--- src/rtl/clk_relock_pkg.sv ---
package clk_relock_pkg;

    typedef enum logic [1:0] {
        SEQ_IDLE = 2'd0,
        SEQ_LOCK = 2'd1,
        SEQ_HOLD = 2'd2
    } seq_state_e;

    // control register layout: two command bits, then the stretch count
    localparam int CMD_PLL_BIT = 0;
    localparam int CMD_DIV_BIT = 1;
    localparam int STRETCH_LSB = 2;

    typedef struct packed {
        logic div_bit;
        logic pll_bit;
    } relock_cmd_t;

    function automatic logic cmd_full(relock_cmd_t c);
        return c.pll_bit & c.div_bit;
    endfunction

    function automatic logic cmd_clear(relock_cmd_t c);
        return ~(c.pll_bit | c.div_bit);
    endfunction

endpackage

--- src/rtl/relock_regbank.sv ---
module relock_regbank #(
    parameter int NUM_FRONT = 3,
    parameter int REG_W     = 16,
    parameter int ADDR_W    = 2,
    parameter int CTRL_W    = 8
) (
    input  logic                       clk,
    input  logic                       por,
    input  logic                       wr_en,
    input  logic [ADDR_W-1:0]          wr_addr,
    input  logic [REG_W-1:0]           wr_data,
    input  logic [NUM_FRONT*REG_W-1:0] boot_cfg,
    input  logic                       load_active,
    output logic [NUM_FRONT*REG_W-1:0] active_flat,
    output logic                       all_written,
    output logic [CTRL_W-1:0]          ctrl_q
);
    logic [NUM_FRONT-1:0] written_q;

    for (genvar i = 0; i < NUM_FRONT; i++) begin : g_slot
        logic [REG_W-1:0] front_q;
        logic [REG_W-1:0] act_q;
        logic             hit;

        assign hit = wr_en && (wr_addr == ADDR_W'(i));

        always_ff @(posedge clk) begin
            if (por) begin
                front_q      <= boot_cfg[i*REG_W +: REG_W];
                act_q        <= boot_cfg[i*REG_W +: REG_W];
                written_q[i] <= 1'b0;
            end else begin
                if (load_active) begin
                    act_q        <= front_q;
                    written_q[i] <= 1'b0;
                end
                if (hit) begin
                    front_q      <= wr_data;
                    written_q[i] <= 1'b1;
                end
            end
        end

        assign active_flat[i*REG_W +: REG_W] = act_q;
    end

    always_ff @(posedge clk) begin
        if (por)
            ctrl_q <= '0;
        else if (wr_en && (wr_addr == ADDR_W'(NUM_FRONT)))
            ctrl_q <= wr_data[CTRL_W-1:0];
    end

    assign all_written = &written_q;
endmodule

--- src/rtl/relock_seq.sv ---
module relock_seq
    import clk_relock_pkg::*;
#(
    parameter int LOCK_CYCLES = 20
) (
    input  logic        clk,
    input  logic        por,
    input  relock_cmd_t cmd,
    input  logic        all_written,
    input  logic        lock_in,
    output logic        load_active,
    output logic        lock_end,
    output logic        busy,
    output logic        done,
    output logic        seq_err
);
    localparam int CNT_W = $clog2(LOCK_CYCLES + 1);
    localparam logic [CNT_W-1:0] CNT_LAST = CNT_W'(LOCK_CYCLES - 1);

    seq_state_e       state_q, state_d;
    logic [CNT_W-1:0] cnt_q;
    logic             trigger;

    assign trigger     = (state_q == SEQ_IDLE) && cmd_full(cmd);
    assign load_active = trigger && all_written;
    assign lock_end    = (state_q == SEQ_LOCK) && (cnt_q == CNT_LAST) && lock_in;
    assign busy        = (state_q == SEQ_LOCK);

    always_comb begin
        state_d = state_q;
        case (state_q)
            SEQ_IDLE: if (trigger) state_d = all_written ? SEQ_LOCK : SEQ_HOLD;
            SEQ_LOCK: if (lock_end) state_d = SEQ_HOLD;
            SEQ_HOLD: if (cmd_clear(cmd)) state_d = SEQ_IDLE;
            default:  state_d = SEQ_IDLE;
        endcase
    end

    always_ff @(posedge clk) begin
        if (por) begin
            state_q <= SEQ_IDLE;
            cnt_q   <= '0;
            done    <= 1'b0;
            seq_err <= 1'b0;
        end else begin
            state_q <= state_d;
            if (load_active)
                cnt_q <= '0;
            else if (busy && cnt_q != CNT_LAST)
                cnt_q <= cnt_q + 1'b1;
            if (load_active)
                done <= 1'b0;
            else if (lock_end)
                done <= 1'b1;
            if (load_active)
                seq_err <= 1'b0;
            else if (trigger)
                seq_err <= 1'b1;
        end
    end
endmodule

--- src/rtl/rst_stretch.sv ---
module rst_stretch #(
    parameter int STR_W = 6
) (
    input  logic             clk,
    input  logic             por,
    input  logic             in_lock,
    input  logic             lock_end,
    input  logic [STR_W-1:0] stretch_len,
    input  logic             req,
    output logic             rst_out
);
    logic             pend_q;
    logic [STR_W-1:0] left_q;

    always_ff @(posedge clk) begin
        if (por) begin
            pend_q <= 1'b0;
            left_q <= '0;
        end else if (lock_end) begin
            pend_q <= 1'b0;
            left_q <= (pend_q || req) ? stretch_len : '0;
        end else begin
            if (in_lock && req)
                pend_q <= 1'b1;
            if (left_q != '0)
                left_q <= left_q - 1'b1;
        end
    end

    assign rst_out = req || pend_q || (left_q != '0);
endmodule

--- src/rtl/clk_relock_ctrl.sv ---
module clk_relock_ctrl
    import clk_relock_pkg::*;
#(
    parameter int NUM_FRONT   = 3,
    parameter int REG_W       = 16,
    parameter int NUM_CLK     = 4,
    parameter int LOCK_CYCLES = 20,
    parameter int STR_W       = 6,
    parameter int ADDR_W      = $clog2(NUM_FRONT + 1)
) (
    input  logic                       clk,
    input  logic                       por,
    input  logic [NUM_FRONT*REG_W-1:0] boot_cfg,
    input  logic                       wr_en,
    input  logic [ADDR_W-1:0]          wr_addr,
    input  logic [REG_W-1:0]           wr_data,
    input  logic                       lock_in,
    input  logic                       hard_req,
    input  logic                       soft_req,
    output logic [NUM_CLK-1:0]         clk_en,
    output logic                       hard_rst,
    output logic                       soft_rst,
    output logic [NUM_FRONT*REG_W-1:0] active_cfg,
    output logic                       relock_busy,
    output logic                       relock_done,
    output logic                       relock_err
);
    localparam int CTRL_W = STRETCH_LSB + STR_W;

    logic [CTRL_W-1:0] ctrl_q;
    logic              all_written;
    logic              load_active;
    logic              lock_end;
    relock_cmd_t       cmd;
    logic [1:0]        rst_req_v;
    logic [1:0]        rst_out_v;

    assign cmd.pll_bit = ctrl_q[CMD_PLL_BIT];
    assign cmd.div_bit = ctrl_q[CMD_DIV_BIT];

    relock_regbank #(
        .NUM_FRONT(NUM_FRONT), .REG_W(REG_W), .ADDR_W(ADDR_W), .CTRL_W(CTRL_W)
    ) u_bank (
        .clk(clk), .por(por), .wr_en(wr_en), .wr_addr(wr_addr), .wr_data(wr_data),
        .boot_cfg(boot_cfg), .load_active(load_active), .active_flat(active_cfg),
        .all_written(all_written), .ctrl_q(ctrl_q)
    );

    relock_seq #(.LOCK_CYCLES(LOCK_CYCLES)) u_seq (
        .clk(clk), .por(por), .cmd(cmd), .all_written(all_written), .lock_in(lock_in),
        .load_active(load_active), .lock_end(lock_end), .busy(relock_busy),
        .done(relock_done), .seq_err(relock_err)
    );

    assign rst_req_v = {soft_req, hard_req};

    for (genvar g = 0; g < 2; g++) begin : g_rst
        rst_stretch #(.STR_W(STR_W)) u_str (
            .clk(clk), .por(por), .in_lock(relock_busy), .lock_end(lock_end),
            .stretch_len(ctrl_q[STRETCH_LSB +: STR_W]), .req(rst_req_v[g]),
            .rst_out(rst_out_v[g])
        );
    end

    assign hard_rst = rst_out_v[0];
    assign soft_rst = rst_out_v[1];
    assign clk_en   = {NUM_CLK{~relock_busy}};
endmodule

--- config.mk ---
export PLATFORM = sky130hd
export DESIGN_NAME = clk_relock_ctrl
export DESIGN_NICKNAME = d
export VERILOG_FILES = /design/src/rtl/clk_relock_pkg.sv /design/src/rtl/relock_regbank.sv /design/src/rtl/relock_seq.sv /design/src/rtl/rst_stretch.sv /design/src/rtl/clk_relock_ctrl.sv
export SDC_FILE = /design/constraint.sdc
export NUM_CORES = 1
export LEC_CHECK = 0
export BUFFER_PORTS_ARGS = -buffer_cell sky130_fd_sc_hd__clkbuf_2
export CAP_MARGIN = 20
export CORE_UTILIZATION = 45
export DETAILED_ROUTE_END_ITERATION = 8
export PLACE_DENSITY = 0.82
export SETUP_SLACK_MARGIN = 0.5
export SLEW_MARGIN = 40
export SYNTH_ARGS = -nofsm -noshare
export SYNTH_HDL_FRONTEND = slang
export SYNTH_HIERARCHICAL = 1
export SYNTH_SLANG_ARGS = --single-unit
export TNS_END_PERCENT = 30
--- constraint.sdc ---
create_clock -name clk -period 2.55 [get_ports clk]
set_input_delay 0.765 -clock clk [delete_from_list [all_inputs] [get_ports clk]]
set_output_delay 0.765 -clock clk [all_outputs]
set_load 0.1 [all_outputs]
==> results of run 1 <==
==> flip-flops by register name, indices dropped and copies added, names as in the netlist <==
register	cells
u_bank/g_slot.act_q	48
u_bank/g_slot.front_q	48
g_rst.u_str/left_q	12
u_bank/ctrl_q	8
u_seq/cnt_q	5
u_bank/written_q	3
g_rst.u_str/pend_q	2
u_seq/state_q	2
u_seq/done	1
u_seq/seq_err	1
==> final timing paths <==
| kind | endpoint | depth (start not counted) |
|---|---|---|
| max | hard_rst | 4 |
| min | u_seq/done | 2 |
| max reg2reg | g_rst[1].u_str/left_q[1] | 6 |
| min reg2reg | u_seq/done | 2 |
==> critical path, cell delays in order, from the launching register on <==
cell	delay [ps]
dfxtp_2	330
or3_4	410
nor2_4	120
nand2_2	80
buf_12	170
==> layout make-up <==
cell class,count,area share (%)
sequential,130,48.4
multi-input combinational,304,25.3
timing repair buffer,151,12.4
clock buffer,18,5.80
inverter,57,3.11
tap,168,2.84
clock inverter,14,2.18
==> cells in the final DEF (no fill, tap or decap), drive strengths merged, types with 2 or more instances in the layout <==
master,instances
o41ai,4
a21oi,13
buf,28
nor2,13
nor3,7
nand2b,31
nor2b,3
o21ba,2
clkinv,6
o21ai,52
clkbuf,141
or3,6
o21a,3
xnor2,4
clkinvlp,4
dfxtp,34
a221oi,4
or2,2
nand2,100
nor4,2
a22oi,2
xor2,2
and3,2
o311ai,2
bufinv,3
inv,58
edfxtp,96
a31oi,2
nor3b,5
o211ai,4
mux2i,8
nand3,8
nand3b,9
nor4bb,2
ha,5
==> power by group <==
| group | total (mW) | leakage (nW) | internal, mW | switching [mW] |
|---|---|---|---|---|
| sequential | 2.73 | 1.23 | 2.57 | 0.157 |
| combinational | 2.03 | 1.81 | 0.755 | 1.28 |
| clock | 2.41 | 0.282 | 1.53 | 0.885 |
| total | 7.18 | 3.33 | 4.86 | 2.32 |
==> logic make-up (layout without fill, tap and decap cells) <==
kind of cell | Yosys count | after routing | synth area share, %
flops | 130 | 130 | 62.0
buf+inv | 78 | 240 | 6.40
mux | 8 | 8 | 1.39
fa+ha+maj | 5 | 5 | 1.09
compound gates | 92 | 92 | 10.3
simple gates | 193 | 193 | 18.0
xor+xnor | 6 | 6 | 0.914
==> metal layers <==
metal  share of wire, %  up-vias  track usage (%)
li1                   -     2067                -
met3                5.3       22             4.64
met4                2.1        0             9.87
met5                  0        -                0
met1                 43     1979             26.1
met2                 49      138             33.9
==> through the flow <==
stage	hold WS (ps)	power (mW)	worst slack, ps
floorplan	446	4.06	235
global placement	453	4.39	544
detailed placement	465	4.47	501
CTS	472	7.15	279
global route	493	7.44	242
finish	479	7.18	263
==> timing repair <==
item | 4_1_cts | 5_1_grt
gates cloned | 0 | 0
pin swaps | 6 | 0
hold buffers | 0 | 0
buffers inserted | 9 | 6
hold endpoints to repair | 0 | 0
endpoints found under the setup margin | 8 | 15
resized for setup | 23 | 12
==> impl_metrics.csv, run 1 <==
group,metric,value,unit
clocking,clk_pin_slew_worst_paths,60,ps
sta,hold_violations,0,
yosys,synth_edf_count,96,
critical_path,cp_data_required_time,1790,ps
sta,fin_worst_skew,6.85,ps
placement,io_buffer_count,128,
cells_and_area,drive_above_1_share,33.4,%
yosys,synth_nets,589,
yosys,yosys_warnings,6,
clocking,h-tree-depth,4,
sta,fin_crit_sh,89.7,%
critical_path,crit_type,"reg -> out",
yosys,ys_types,51,
drt,drt-pass1-iter-count,7,
drt,drtIter0Drc,342,
floorplan,num_io_pins,129,
cells_and_area,num-fill-cells,976,
grt,grt_max_degree,58,
job,cap_violations,0,
floorplan,coreArea,12200,µm²
sta,relSlewSlack,61.8,%
cells_and_area,area_growth,28.7,%
yosys,synth_top_area_share,50.1,%
drt,wl_per_cell,15.7,µm
drt,vias_per_cell,5.00,
clocking,root_buffer,"clkbuf_16",
critical_path,critPathLaunch,"g_rst[0].u_str/left_q[4]",
floorplan,fp-row-count,40,
cells_and_area,nNetsFinal,738,
drt,postRouteWirelength,13200,µm
sta,final.setup.tns,0,ps
clocking,cts_tree,"built",
floorplan,die_h,115,µm
drt,ant_nets,0,
outcome,status,"complete, no violations",
cells_and_area,regArea,3580,µm²
placement,gp_congestion,0.821,
critical_path,cp_data_arrival_time,1520,ps
cells_and_area,finalNonFillerCells,842,
grt,grt_pass1_vias,4152,
yosys,ys_ff_latch,130,
floorplan,die-width,115,µm
clocking,clkSinkCount,130,
sta,rsz0062_at_grt,"yes",
critical_path,cp_max_fo,2,
drt,drc,0,
yosys,yosysMostFrequentCell,"nand2_1",
sta,fmax,437,MHz
yosys,syn_inst,512,
grt,grt_usage,20.7,%
pwr,p_per_area,969,nW/µm²
clocking,cts_buffers,17,
sta,worst_pin_slew,576,ps
clocking,worstSkewPairLatency,410,ps
placement,placed_cell_area,6610,µm²
yosys,netlist_area,5750,µm²
yosys,synth_ff_type,"edfxtp_1",
clocking,ctsLongestPathBuffers,2,
cells_and_area,multiInputGateArea,1870,µm²
yosys,synth_commonest_cells,"nand2_1 (100), edfxtp_1 (96), inv_1 (56), o21ai_0 (44), dfxtp_1 (34)",
grt,antenna_found_initial,0,
cells_and_area,final_util,60.6,%
yosys,synth_seq_area_share,62.0,%
critical_path,start_kind,"flip-flop",
placement,post-dp-hpwl,9020,µm
sta,slew_viol_final,0,
yosys,synthTopCellsByArea,"edfxtp_1 (50%), dfxtp_1 (12%), nand2_1 (6.5%)",
pwr,ir_drop,581,µV
min_path,min_path_type,"reg -> reg",
grt,grt_pass1_wl,20400,µm
critical_path,r2r_slack,420,ps
cells_and_area,antenna_cells,0,
placement,place_inst,795,
yosys,yosysTopAreaCell,"edfxtp_1",
drt,vias,4206,
pwr,power_leakage,3.33,nW
floorplan,initial_core_util,47.1,%
critical_path,worstSetupEndpointType,"primary output",
sta,setup_viol,0,
sta,min_period,2290,ps
min_path,hold_start,"u_seq/done",
floorplan,dieArea,13200,µm²
yosys,avgSynthCellArea,11.2,µm²
grt,grt-ovfl-total,0,
yosys,synthArstFlopShare,0,%
cells_and_area,design_area,7400,µm²
critical_path,r2r-start,"u_seq/cnt_q[0]",
Note: power is estimated with default switching activity, not from simulation.
==> run 2: changes to the inputs <==
Settings changed: PLACE_DENSITY 0.82 to 0.79.
Clock period 2.55 ns to 2.2 ns, I/O delays scaled along.
==> run 2 against run 1 <==
  * Sequential share of layout area decreased by 5.0 points
  * Global-route usage grew 1.4 points
  * Cell area increased by 12%
  * Final cell count increased by 2.1%
  * Clock-buffer cell count down 1
  * Clock power increased by 12%
  * Register-to-register slack worse by 210 ps
  * Power is 21% higher
  * Via count rose by 6.7%
  * Largest power group unchanged
==> impl_metrics.csv, run 2 (synthesized netlist as in run 1, its figures left out) <==
group,metric,value,unit
job,cap_violations,0,
clocking,cts_tree,"built",
critical_path,path_delay_family,"flip-flops",
pwr,ir_drop,464,µV
clocking,root_buffer,"clkbuf_16",
drt,wl_per_cell,17.8,µm
min_path,min_path_cells,2,
cells_and_area,antenna_cells,0,
sta,worst_pin_slew,759,ps
placement,gp_congestion,0.828,
floorplan,die_h,115,µm
sta,relSlewSlack,49.0,%
floorplan,die-width,115,µm
critical_path,start_kind,"flip-flop",
critical_path,rr_endpoint,"g_rst[0].u_str/left_q[0]",
pwr,p_per_area,1050,nW/µm²
critical_path,cp_data_arrival_time,1540,ps
clocking,worstSkewPairLatency,410,ps
grt,grt_pass1_vias,4417,
floorplan,dieArea,13200,µm²
grt,antenna_found_initial,0,
sta,fin_crit_sh,100,%
drt,drc,0,
cells_and_area,drive_above_1_share,38.4,%
critical_path,crit_path_max_incr_delay,370,ps
clocking,clkSinkCount,130,
pwr,power_leakage,3.64,nW
cells_and_area,most-common-layout-cells,"nand2_1 (98), edfxtp_1 (96), clkbuf_2 (70)",
critical_path,r2r_slack,210,ps
outcome,status,"complete, no violations",
floorplan,fp-row-count,40,
critical_path,cp_max_fo,6,
grt,grt_pass1_wl,21600,µm
placement,post-dp-hpwl,9200,µm
sta,setup_viol,0,
clocking,clk_pin_slew_worst_paths,60,ps
min_path,min_path_type,"reg -> reg",
cells_and_area,layout_commonest_cell,"nand2_1",
clocking,cts_buffers,17,
critical_path,cp_slowest_cell,"dfxtp_4",
clocking,h-tree-depth,4,
critical_path,cp_num_buf_inv,2,
cells_and_area,finalNonFillerCells,860,
placement,io_buffer_count,128,
sta,hold_violations,0,
critical_path,worstSetupEndpointType,"primary output",
sta,slew_viol_final,0,
drt,drt-pass1-iter-count,5,
drt,drtIter0Drc,406,
sta,min_period,2200,ps
min_path,hold_start,"u_bank/written_q[1]",
placement,placed_cell_area,6690,µm²
critical_path,crit_type,"reg -> out",
sta,rsz0062_at_grt,"yes",
critical_path,cp_data_required_time,1540,ps
cells_and_area,nNetsFinal,756,
placement,place_inst,805,
cells_and_area,design_area,8270,µm²
clocking,ctsLongestPathBuffers,2,
grt,grt_max_degree,51,
floorplan,coreArea,12200,µm²
min_path,holdPathEnd,"u_bank/written_q[1]",
floorplan,initial_core_util,47.1,%
floorplan,num_io_pins,129,
critical_path,r2r-start,"u_seq/state_q[0]",
cells_and_area,final_util,67.7,%
grt,grt-ovfl-total,0,
drt,vias_per_cell,5.22,
sta,fmax,455,MHz
sta,fin_worst_skew,7.15,ps
cells_and_area,largestRegisters,"u_bank/g_slot.act_q: 48 flops, u_bank/g_slot.front_q: 48 flops, g_rst.u_str/left_q: 12 flops",
critical_path,path_cells,"inv_1 -> ha_4 -> nand2b_4 -> nor2_4 -> nand2_2 -> buf_12",
drt,postRouteWirelength,15300,µm
grt,grt_usage,22.1,%
critical_path,reg2regPathDepth,10,
drt,vias,4489,
cells_and_area,area_growth,43.8,%
drt,ant_nets,0,
## run 2: cell count changes in the layout (fill, tap and decap cells not counted), sizes merged
cell	previous run	this run
buf	28	93
clkinvlp	4	2
clkinv	6	12
inv	58	56
bufinv	3	2
clkbuf	141	93
## run 2: through the flow
stage / hold WS, ps / TNS [ps] / worst slack [ps] / power [mW]
finish: 492 / 0 / 0.0729 / 8.71
global route: 509 / -50.2 / -47.0 / 9.02
CTS: 484 / 0 / 36.4 / 8.27
detailed placement: 476 / 0 / 210 / 5.20
global placement: 455 / 0 / 294 / 5.09
floorplan: 446 / -29.7 / -9.88 / 4.71
## run 2: layer usage
layer  wire, µm  global-route usage (%)  vias to the layer above
li1           -                       -                     2107
met2       7730                    36.5                      200
met3        850                    6.54                       60
met5          0                       0                        -
met4        705                    12.5                        0
met1       5990                    25.7                     2122
## run 2: layout make-up
| class | instances | area (µm²) |
|---|---|---|
| clock inverter | 15 | 144 |
| inverter | 57 | 240 |
| clock buffer | 17 | 425 |
| fill | 869 | 3940 |
| tap | 168 | 210 |
| sequential | 130 | 3590 |
| timing repair buffer | 169 | 1620 |
| multi-input combinational | 304 | 2040 |
## run 2: power by group
group,internal [mW],switching [mW]
sequential,2.98,0.236
clock,1.65,1.05
combinational,1.13,1.66
## run 2: worst max-delay path by stage
stage                                         from                        to  cells past startpoint
after floorplan                   u_seq/state_q[1]                 clk_en[1]                      4
after global placement    g_rst[0].u_str/left_q[2]                  hard_rst                      4
after detailed placement            u_seq/cnt_q[0]  g_rst[1].u_str/left_q[1]                      7
after CTS                 g_rst[0].u_str/left_q[4]                  hard_rst                      4
after global routing      g_rst[0].u_str/left_q[0]                  hard_rst                      6
final                     g_rst[0].u_str/left_q[0]                  hard_rst                      6
## run 2: worst min-delay path, delay by kind of cell (launching register included)
kind / cells / cell delay [ps]
AOI/OAI and AO/OA: 1 / 60
DFF: 1 / 310
and+or+nand+nor: 1 / 70
## run 2: what timing repair did
| action | 4_1_cts | 5_1_grt |
|---|---|---|
| setup buffers | 20 | 3 |
| setup endpoints to repair | 108 | 117 |
| gates resized for setup | 82 | 206 |
| pin swaps | 15 | 15 |
| hold buffers | 0 | 0 |
